**src/rtl/ycc_pkg.sv**
```systemverilog
package ycc_pkg;

  // Rounded integer value of num/den scaled by 2^frac.
  function automatic int scale_coef(input longint num, input longint den, input int frac);
    longint scaled;
    scaled = (num * (longint'(1) << frac) + den / 2) / den;
    return int'(scaled);
  endfunction

endpackage

```
**src/rtl/ycc_center_stage.sv**
```systemverilog
module ycc_center_stage #(
  parameter int PIX_W = 8
) (
  input  logic                    clk,
  input  logic                    rst_n,
  input  logic                    en,
  input  logic                    in_valid,
  input  logic [PIX_W-1:0]        in_y,
  input  logic [PIX_W-1:0]        in_cb,
  input  logic [PIX_W-1:0]        in_cr,
  output logic                    v_q,
  output logic [PIX_W-1:0]        y_q,
  output logic signed [PIX_W:0]   dcb_q,
  output logic signed [PIX_W:0]   dcr_q
);

  localparam logic signed [PIX_W:0] MID = (PIX_W+1)'(1 << (PIX_W - 1));

  logic                  v_d;
  logic [PIX_W-1:0]      y_d;
  logic signed [PIX_W:0] dcb_d;
  logic signed [PIX_W:0] dcr_d;

  always_comb begin
    v_d   = v_q;
    y_d   = y_q;
    dcb_d = dcb_q;
    dcr_d = dcr_q;
    if (en) begin
      v_d   = in_valid;
      y_d   = in_y;
      dcb_d = $signed({1'b0, in_cb}) - MID;
      dcr_d = $signed({1'b0, in_cr}) - MID;
    end
  end

  always_ff @(posedge clk or negedge rst_n) begin
    if (!rst_n) begin
      v_q   <= 1'b0;
      y_q   <= '0;
      dcb_q <= '0;
      dcr_q <= '0;
    end else begin
      v_q   <= v_d;
      y_q   <= y_d;
      dcb_q <= dcb_d;
      dcr_q <= dcr_d;
    end
  end

endmodule

```
**src/rtl/ycc_product_stage.sv**
```systemverilog
module ycc_product_stage #(
  parameter int PIX_W  = 8,
  parameter int COEF_W = 16,
  parameter int PROD_W = 25,
  parameter int K_RCR  = 22970,
  parameter int K_GCB  = 5638,
  parameter int K_GCR  = 11700,
  parameter int K_BCB  = 29032
) (
  input  logic                     clk,
  input  logic                     rst_n,
  input  logic                     en,
  input  logic                     v_in,
  input  logic [PIX_W-1:0]         y_in,
  input  logic signed [PIX_W:0]    dcb_in,
  input  logic signed [PIX_W:0]    dcr_in,
  output logic                     v_q,
  output logic [PIX_W-1:0]         y_q,
  output logic signed [PROD_W-1:0] p_rcr_q,
  output logic signed [PROD_W-1:0] p_gcb_q,
  output logic signed [PROD_W-1:0] p_gcr_q,
  output logic signed [PROD_W-1:0] p_bcb_q
);

  localparam logic signed [COEF_W-1:0] C_RCR = COEF_W'(K_RCR);
  localparam logic signed [COEF_W-1:0] C_GCB = COEF_W'(K_GCB);
  localparam logic signed [COEF_W-1:0] C_GCR = COEF_W'(K_GCR);
  localparam logic signed [COEF_W-1:0] C_BCB = COEF_W'(K_BCB);

  logic                     v_d;
  logic [PIX_W-1:0]         y_d;
  logic signed [PROD_W-1:0] p_rcr_d, p_gcb_d, p_gcr_d, p_bcb_d;

  always_comb begin
    v_d     = v_q;
    y_d     = y_q;
    p_rcr_d = p_rcr_q;
    p_gcb_d = p_gcb_q;
    p_gcr_d = p_gcr_q;
    p_bcb_d = p_bcb_q;
    if (en) begin
      v_d     = v_in;
      y_d     = y_in;
      p_rcr_d = PROD_W'(C_RCR) * PROD_W'(dcr_in);
      p_gcb_d = PROD_W'(C_GCB) * PROD_W'(dcb_in);
      p_gcr_d = PROD_W'(C_GCR) * PROD_W'(dcr_in);
      p_bcb_d = PROD_W'(C_BCB) * PROD_W'(dcb_in);
    end
  end

  always_ff @(posedge clk or negedge rst_n) begin
    if (!rst_n) begin
      v_q     <= 1'b0;
      y_q     <= '0;
      p_rcr_q <= '0;
      p_gcb_q <= '0;
      p_gcr_q <= '0;
      p_bcb_q <= '0;
    end else begin
      v_q     <= v_d;
      y_q     <= y_d;
      p_rcr_q <= p_rcr_d;
      p_gcb_q <= p_gcb_d;
      p_gcr_q <= p_gcr_d;
      p_bcb_q <= p_bcb_d;
    end
  end

endmodule

```
**src/rtl/ycc_round_clamp.sv**
```systemverilog
module ycc_round_clamp #(
  parameter int PIX_W  = 8,
  parameter int FRAC_W = 14,
  parameter int ACC_W  = 27
) (
  input  logic                    clk,
  input  logic                    rst_n,
  input  logic                    en,
  input  logic signed [ACC_W-1:0] acc_in,
  output logic [PIX_W-1:0]        pix_q
);

  localparam logic signed [ACC_W-1:0] TOP = ACC_W'((longint'(1) << PIX_W) - 1);

  logic signed [ACC_W-1:0] whole;
  logic [PIX_W-1:0]        pix_d;

  always_comb begin
    whole = acc_in >>> FRAC_W;
    pix_d = pix_q;
    if (en) begin
      if (whole[ACC_W-1]) begin
        pix_d = '0;
      end else if (whole > TOP) begin
        pix_d = '1;
      end else begin
        pix_d = whole[PIX_W-1:0];
      end
    end
  end

  always_ff @(posedge clk or negedge rst_n) begin
    if (!rst_n) begin
      pix_q <= '0;
    end else begin
      pix_q <= pix_d;
    end
  end

endmodule

```
**src/rtl/ycc2rgb_pipe.sv**
```systemverilog
module ycc2rgb_pipe
  import ycc_pkg::*;
#(
  parameter int PIX_W  = 8,
  parameter int FRAC_W = 14
) (
  input  logic             clk,
  input  logic             rst_n,
  input  logic             in_valid,
  output logic             in_ready,
  input  logic [PIX_W-1:0] in_y,
  input  logic [PIX_W-1:0] in_cb,
  input  logic [PIX_W-1:0] in_cr,
  output logic             out_valid,
  input  logic             out_ready,
  output logic [PIX_W-1:0] out_r,
  output logic [PIX_W-1:0] out_g,
  output logic [PIX_W-1:0] out_b
);

  localparam int COEF_W = FRAC_W + 2;
  localparam int PROD_W = COEF_W + PIX_W + 1;
  localparam int ACC_W  = PROD_W + 2;
  localparam int NCH    = 3;
  localparam int K_RCR  = scale_coef(1402, 1000, FRAC_W);
  localparam int K_GCB  = scale_coef(34414, 100000, FRAC_W);
  localparam int K_GCR  = scale_coef(71414, 100000, FRAC_W);
  localparam int K_BCB  = scale_coef(1772, 1000, FRAC_W);
  localparam logic signed [ACC_W-1:0] HALF = ACC_W'(longint'(1) << (FRAC_W - 1));

  // Reset release synchroniser
  logic [1:0] sync_q;
  logic       core_rst_n;

  always_ff @(posedge clk or negedge rst_n) begin
    if (!rst_n) begin
      sync_q <= '0;
    end else begin
      sync_q <= {sync_q[0], 1'b1};
    end
  end

  assign core_rst_n = sync_q[1];

  // Pipeline-wide advance enable
  logic en;
  logic v3_q, v3_d;

  always_comb begin
    en       = core_rst_n && (out_ready || !v3_q);
    in_ready = en;
  end

  // Stage 1: chroma centring
  logic                  v1_q;
  logic [PIX_W-1:0]      y1_q;
  logic signed [PIX_W:0] dcb1_q, dcr1_q;

  ycc_center_stage #(.PIX_W(PIX_W)) u_center (
    .clk      (clk),
    .rst_n    (core_rst_n),
    .en       (en),
    .in_valid (in_valid),
    .in_y     (in_y),
    .in_cb    (in_cb),
    .in_cr    (in_cr),
    .v_q      (v1_q),
    .y_q      (y1_q),
    .dcb_q    (dcb1_q),
    .dcr_q    (dcr1_q)
  );

  // Stage 2: coefficient products
  logic                     v2_q;
  logic [PIX_W-1:0]         y2_q;
  logic signed [PROD_W-1:0] p_rcr, p_gcb, p_gcr, p_bcb;

  ycc_product_stage #(
    .PIX_W  (PIX_W),
    .COEF_W (COEF_W),
    .PROD_W (PROD_W),
    .K_RCR  (K_RCR),
    .K_GCB  (K_GCB),
    .K_GCR  (K_GCR),
    .K_BCB  (K_BCB)
  ) u_product (
    .clk     (clk),
    .rst_n   (core_rst_n),
    .en      (en),
    .v_in    (v1_q),
    .y_in    (y1_q),
    .dcb_in  (dcb1_q),
    .dcr_in  (dcr1_q),
    .v_q     (v2_q),
    .y_q     (y2_q),
    .p_rcr_q (p_rcr),
    .p_gcb_q (p_gcb),
    .p_gcr_q (p_gcr),
    .p_bcb_q (p_bcb)
  );

  // Stage 3: channel sums, then round and clamp per channel
  logic signed [ACC_W-1:0] y_term;
  logic signed [ACC_W-1:0] acc [NCH];
  logic [PIX_W-1:0]        pix [NCH];

  always_comb begin
    y_term = $signed({{(ACC_W-PIX_W-FRAC_W){1'b0}}, y2_q, {FRAC_W{1'b0}}});
    acc[0] = y_term + ACC_W'(p_rcr) + HALF;
    acc[1] = y_term - ACC_W'(p_gcb) - ACC_W'(p_gcr) + HALF;
    acc[2] = y_term + ACC_W'(p_bcb) + HALF;
  end

  for (genvar ch = 0; ch < NCH; ch++) begin : g_chan
    ycc_round_clamp #(
      .PIX_W  (PIX_W),
      .FRAC_W (FRAC_W),
      .ACC_W  (ACC_W)
    ) u_clamp (
      .clk    (clk),
      .rst_n  (core_rst_n),
      .en     (en),
      .acc_in (acc[ch]),
      .pix_q  (pix[ch])
    );
  end

  always_comb begin
    v3_d = en ? v2_q : v3_q;
  end

  always_ff @(posedge clk or negedge core_rst_n) begin
    if (!core_rst_n) begin
      v3_q <= 1'b0;
    end else begin
      v3_q <= v3_d;
    end
  end

  assign out_valid = v3_q;
  assign out_r     = pix[0];
  assign out_g     = pix[1];
  assign out_b     = pix[2];

endmodule

```
**config.mk**
```make
export PLATFORM = sky130hd
export DESIGN_NAME = ycc2rgb_pipe
export DESIGN_NICKNAME = d
export VERILOG_FILES = /design/src/rtl/ycc_pkg.sv /design/src/rtl/ycc_center_stage.sv /design/src/rtl/ycc_product_stage.sv /design/src/rtl/ycc_round_clamp.sv /design/src/rtl/ycc2rgb_pipe.sv
export SDC_FILE = /design/constraint.sdc
export NUM_CORES = 1
export LEC_CHECK = 0
export CAP_MARGIN = 20
export CORE_UTILIZATION = 38
export DETAILED_ROUTE_END_ITERATION = 12
export MAX_ROUTING_LAYER = met4
export PLACE_DENSITY_LB_ADDON = 0.12
export RECOVER_POWER = 25
export SYNTH_ARGS = -nofsm -noshare
export SYNTH_HDL_FRONTEND = slang
export SYNTH_HIERARCHICAL = 1
export SYNTH_SLANG_ARGS = --single-unit
```
**constraint.sdc**
```tcl
create_clock -name clk -period 6.6 [get_ports clk]
set_input_delay 0.66 -clock clk [delete_from_list [all_inputs] [get_ports clk]]
set_output_delay 0.66 -clock clk [all_outputs]
set_load 0.05 [all_outputs]
```
==> summary.md <==
| Metric | Value |
|---|---|
| CTS Hold Bufs | `0` |
| Result of the run | `finished, violations left` |
| Number of nets still failing antenna checks after routing | `0` |
| Critical R2R Launch | `u_center/dcr_q[7]$_DFFE_PN0P_` |
| Type of the tightest min-delay check | `reg -> reg` |
| Pre-antenna DRT Iters | `6` |
| Max capacitance violation total | `2` |
| Headroom to the max-slew limit | `-63.1%` |
| Average via count per standard cell | `5.00` |
| Setup TNS | `0 ns` |
| Critical path launch point | `u_center/dcr_q[7]$_DFFE_PN0P_` |
| Final Cycle Share | `79.7%` |
| Count of endpoints failing hold in the final timing report | `0` |
| Fraction of final layout cells with drive strength greater than 1 | `7.96%` |
| Die boundary width | `203 um` |
| Highest clock frequency the design can meet | `0.190 GHz` |
| Number of pins with negative max-slew slack in the final report | `76` |
| Maximum net fanout on the critical path | `19` |
| Post-synthesis cell count | `1,557` |
| Synth Area per Inst | `9.86 um2` |
| Largest buffer count on any clock path | `2` |
| Layout net count | `2,035` |
| Worst clock skew | `0.0125 ns` |
| HPWL reported at the end of detailed placement | `27.6 mm` |
| Synth warnings | `6` |
| Final setup violating endpoints | `0` |
| Unrepaired setup endpoints after global routing | `no` |
| TritonCTS clock tree | `built` |
| Number of H-tree levels | `4` |
| Largest net degree at the start of global routing | `79` |
| Total via count in the routed design | `10,678` |
| Die Outline Area | `0.0412 mm2` |
| Critical path data arrival time | `5.59 ns` |
| Rows | `73` |
| PostCTS Resize Cnt | `0` |
| Clock sink total | `129` |
| Signed area change from the synthesized netlist to the final layout | `10.4%` |
| Core region area | `0.0398 mm2` |
| Violated checks | `capacitance limit, slew limit` |
| Category of the worst setup path capture point | `register` |
| Count of buffers from port buffering | `53` |
| Crit Path Class | `reg -> reg` |
| Slew of the pin with the lowest slew margin | `2.45 ns` |
| Clock edge transition at the registers on the reported setup and hold paths | `0.07 ns` |
| Routed length per placed instance | `16.0 um` |
| Insertion delay to the later sink of the worst-skew pair | `0.44 ns` |
| Chip height | `203 um` |
| Global-route wire length before repair | `56.5 mm` |
| Hold path startpoint | `sync_q[0]$_DFF_PN0_` |
| Core utilization of the finished layout | `42.5%` |
| Aggregate global routing overflow | `0` |
| Drt initial violations | `510` |
| Clock root buffer master | `sky130_fd_sc_hd__clkbuf_16` |
| Worst endpoint required time | `6.93 ns` |
| Final min period | `5.26 ns` |
| Number of antenna violations at the first check in global routing | `0` |
| Post-Route WL | `34.1 mm` |
| Number of setup buffers added after CTS | `0` |
| Count of pins on the block boundary | `54` |
| Total routing resource utilization after global routing | `18.0%` |
| Effective utilization at floorplan | `38.6%` |
| Count of inserted antenna diode cells | `0` |
| Via count of the first global-routing pass | `10,771` |
| Critical Path Start Type | `register` |
| DR DRC count | `0` |
| Clock buffer count from CTS | `17` |
| Area of the mapped netlist | `0.0154 mm2` |
| Last weighted congestion value of the routability-driven placer | `0.838` |
==> worst max-delay path, cell delays in order, from the launching register on <==
cell                        delay [ns]
sky130_fd_sc_hd__dfrtp_1          0.88
sky130_fd_sc_hd__fa_1             0.41
sky130_fd_sc_hd__inv_1            0.12
sky130_fd_sc_hd__fa_1             0.52
sky130_fd_sc_hd__inv_1            0.08
sky130_fd_sc_hd__fa_1             0.51
sky130_fd_sc_hd__fa_1             0.50
sky130_fd_sc_hd__ha_1             0.31
sky130_fd_sc_hd__ha_1             0.39
sky130_fd_sc_hd__a2111o_1         0.46
sky130_fd_sc_hd__o2111ai_1        0.24
sky130_fd_sc_hd__a21oi_1          0.14
sky130_fd_sc_hd__o31ai_1          0.29
sky130_fd_sc_hd__mux2i_1          0.22
sky130_fd_sc_hd__nand2_1          0.06
==> worst paths after layout <==
check / endpoint / slack (ns) / cells after the start
min in group asynchronous: sync_q[1]$_DFF_PN0_ / 0.45 / 1
worst max register to register: u_product/p_gcr_q[22]$_DFFE_PN0P_ / 1.34 / 14
max in group asynchronous: u_product/p_rcr_q[14]$_DFFE_PN0P_ / 2.92 / 1
worst min register to register: sync_q[1]$_DFF_PN0_ / 0.35 / 0
worst min-delay path: sync_q[1]$_DFF_PN0_ / 0.35 / 0
worst max-delay path: u_product/p_gcr_q[22]$_DFFE_PN0P_ / 1.34 / 14
==> layout by cell type, fill, tap and decap left out, types with 5 or more instances in the layout <==
cell type and count:
sky130_fd_sc_hd__o211ai_1 10, sky130_fd_sc_hd__xor2_1 22, sky130_fd_sc_hd__and2_1 6, sky130_fd_sc_hd__o21bai_1 9, sky130_fd_sc_hd__ha_1 293, sky130_fd_sc_hd__nand2_1 64
sky130_fd_sc_hd__nand4_1 7, sky130_fd_sc_hd__o31ai_1 6, sky130_fd_sc_hd__a211o_1 5, sky130_fd_sc_hd__nor2_1 53, sky130_fd_sc_hd__a21oi_1 76, sky130_fd_sc_hd__buf_4 5
sky130_fd_sc_hd__mux2_4 17, sky130_fd_sc_hd__mux2_2 59, sky130_fd_sc_hd__o21a_1 15, sky130_fd_sc_hd__inv_6 5, sky130_fd_sc_hd__inv_1 302, sky130_fd_sc_hd__a31oi_1 14
sky130_fd_sc_hd__mux2i_1 5, sky130_fd_sc_hd__clkdlybuf4s50_1 52, sky130_fd_sc_hd__a211oi_1 15, sky130_fd_sc_hd__o21ai_0 34, sky130_fd_sc_hd__nand2b_1 39, sky130_fd_sc_hd__nand3_1 20
sky130_fd_sc_hd__nor3_1 15, sky130_fd_sc_hd__dfrtp_1 129, sky130_fd_sc_hd__clkbuf_16 17, sky130_fd_sc_hd__xnor2_1 45, sky130_fd_sc_hd__and3_1 9, sky130_fd_sc_hd__nor2b_1 7
sky130_fd_sc_hd__a21o_1 30, sky130_fd_sc_hd__fa_1 118, sky130_fd_sc_hd__o21ai_1 10, sky130_fd_sc_hd__a32oi_1 24, sky130_fd_sc_hd__a41oi_1 5
==> stage by stage <==
stage / area, um2 / cells / worst slack, ns / hold WS (ns)
3_3_place_gp: 16400 / 2102 / 1.35 / 0.336
3_5_place_dp: 16400 / 2102 / 1.34 / 0.337
2_1_floorplan: 15400 / 1559 / 1.17 / 0.331
5_1_grt: 16900 / 2134 / 0.947 / 0.359
6_report: 16900 / 2134 / 1.34 / 0.353
4_1_cts: 17000 / 2134 / 1.30 / 0.342
==> registers in the layout, indices dropped and copies added, names as in the netlist <==
name / cells
sync_q: 2
out_valid: 1
u_product/y_q: 8
u_product/p_gcr_q: 22
u_product/v_q: 1
u_product/p_bcb_q: 13
u_center/dcb_q: 8
u_product/p_rcr_q: 12
u_product/p_gcb_q: 21
u_center/y_q: 8
g_chan.u_clamp/pix_q: 24
u_center/v_q: 1
u_center/dcr_q: 8
==> routing by layer <==
metal	global-route usage, %	share of wire [%]	vias to the layer above
met5	-	0	-
met1	25.1	51	5154
met3	2.81	3.8	27
met2	27.2	44	156
li1	-	-	5341
met4	4.67	1.7	0
==> area by class of cell <==
| type | count | area [um2] |
|---|---|---|
| clock buffer | 17 | 425 |
| clock inverter | 15 | 165 |
| fill | 3978 | 22900 |
| inverter | 303 | 1140 |
| multi-input combinational | 1086 | 10800 |
| sequential | 129 | 3230 |
| tap | 525 | 657 |
| timing repair buffer | 59 | 572 |
Power is not shown: default switching activity piles up to over one toggle a cycle in this logic, so the estimate is an artifact.
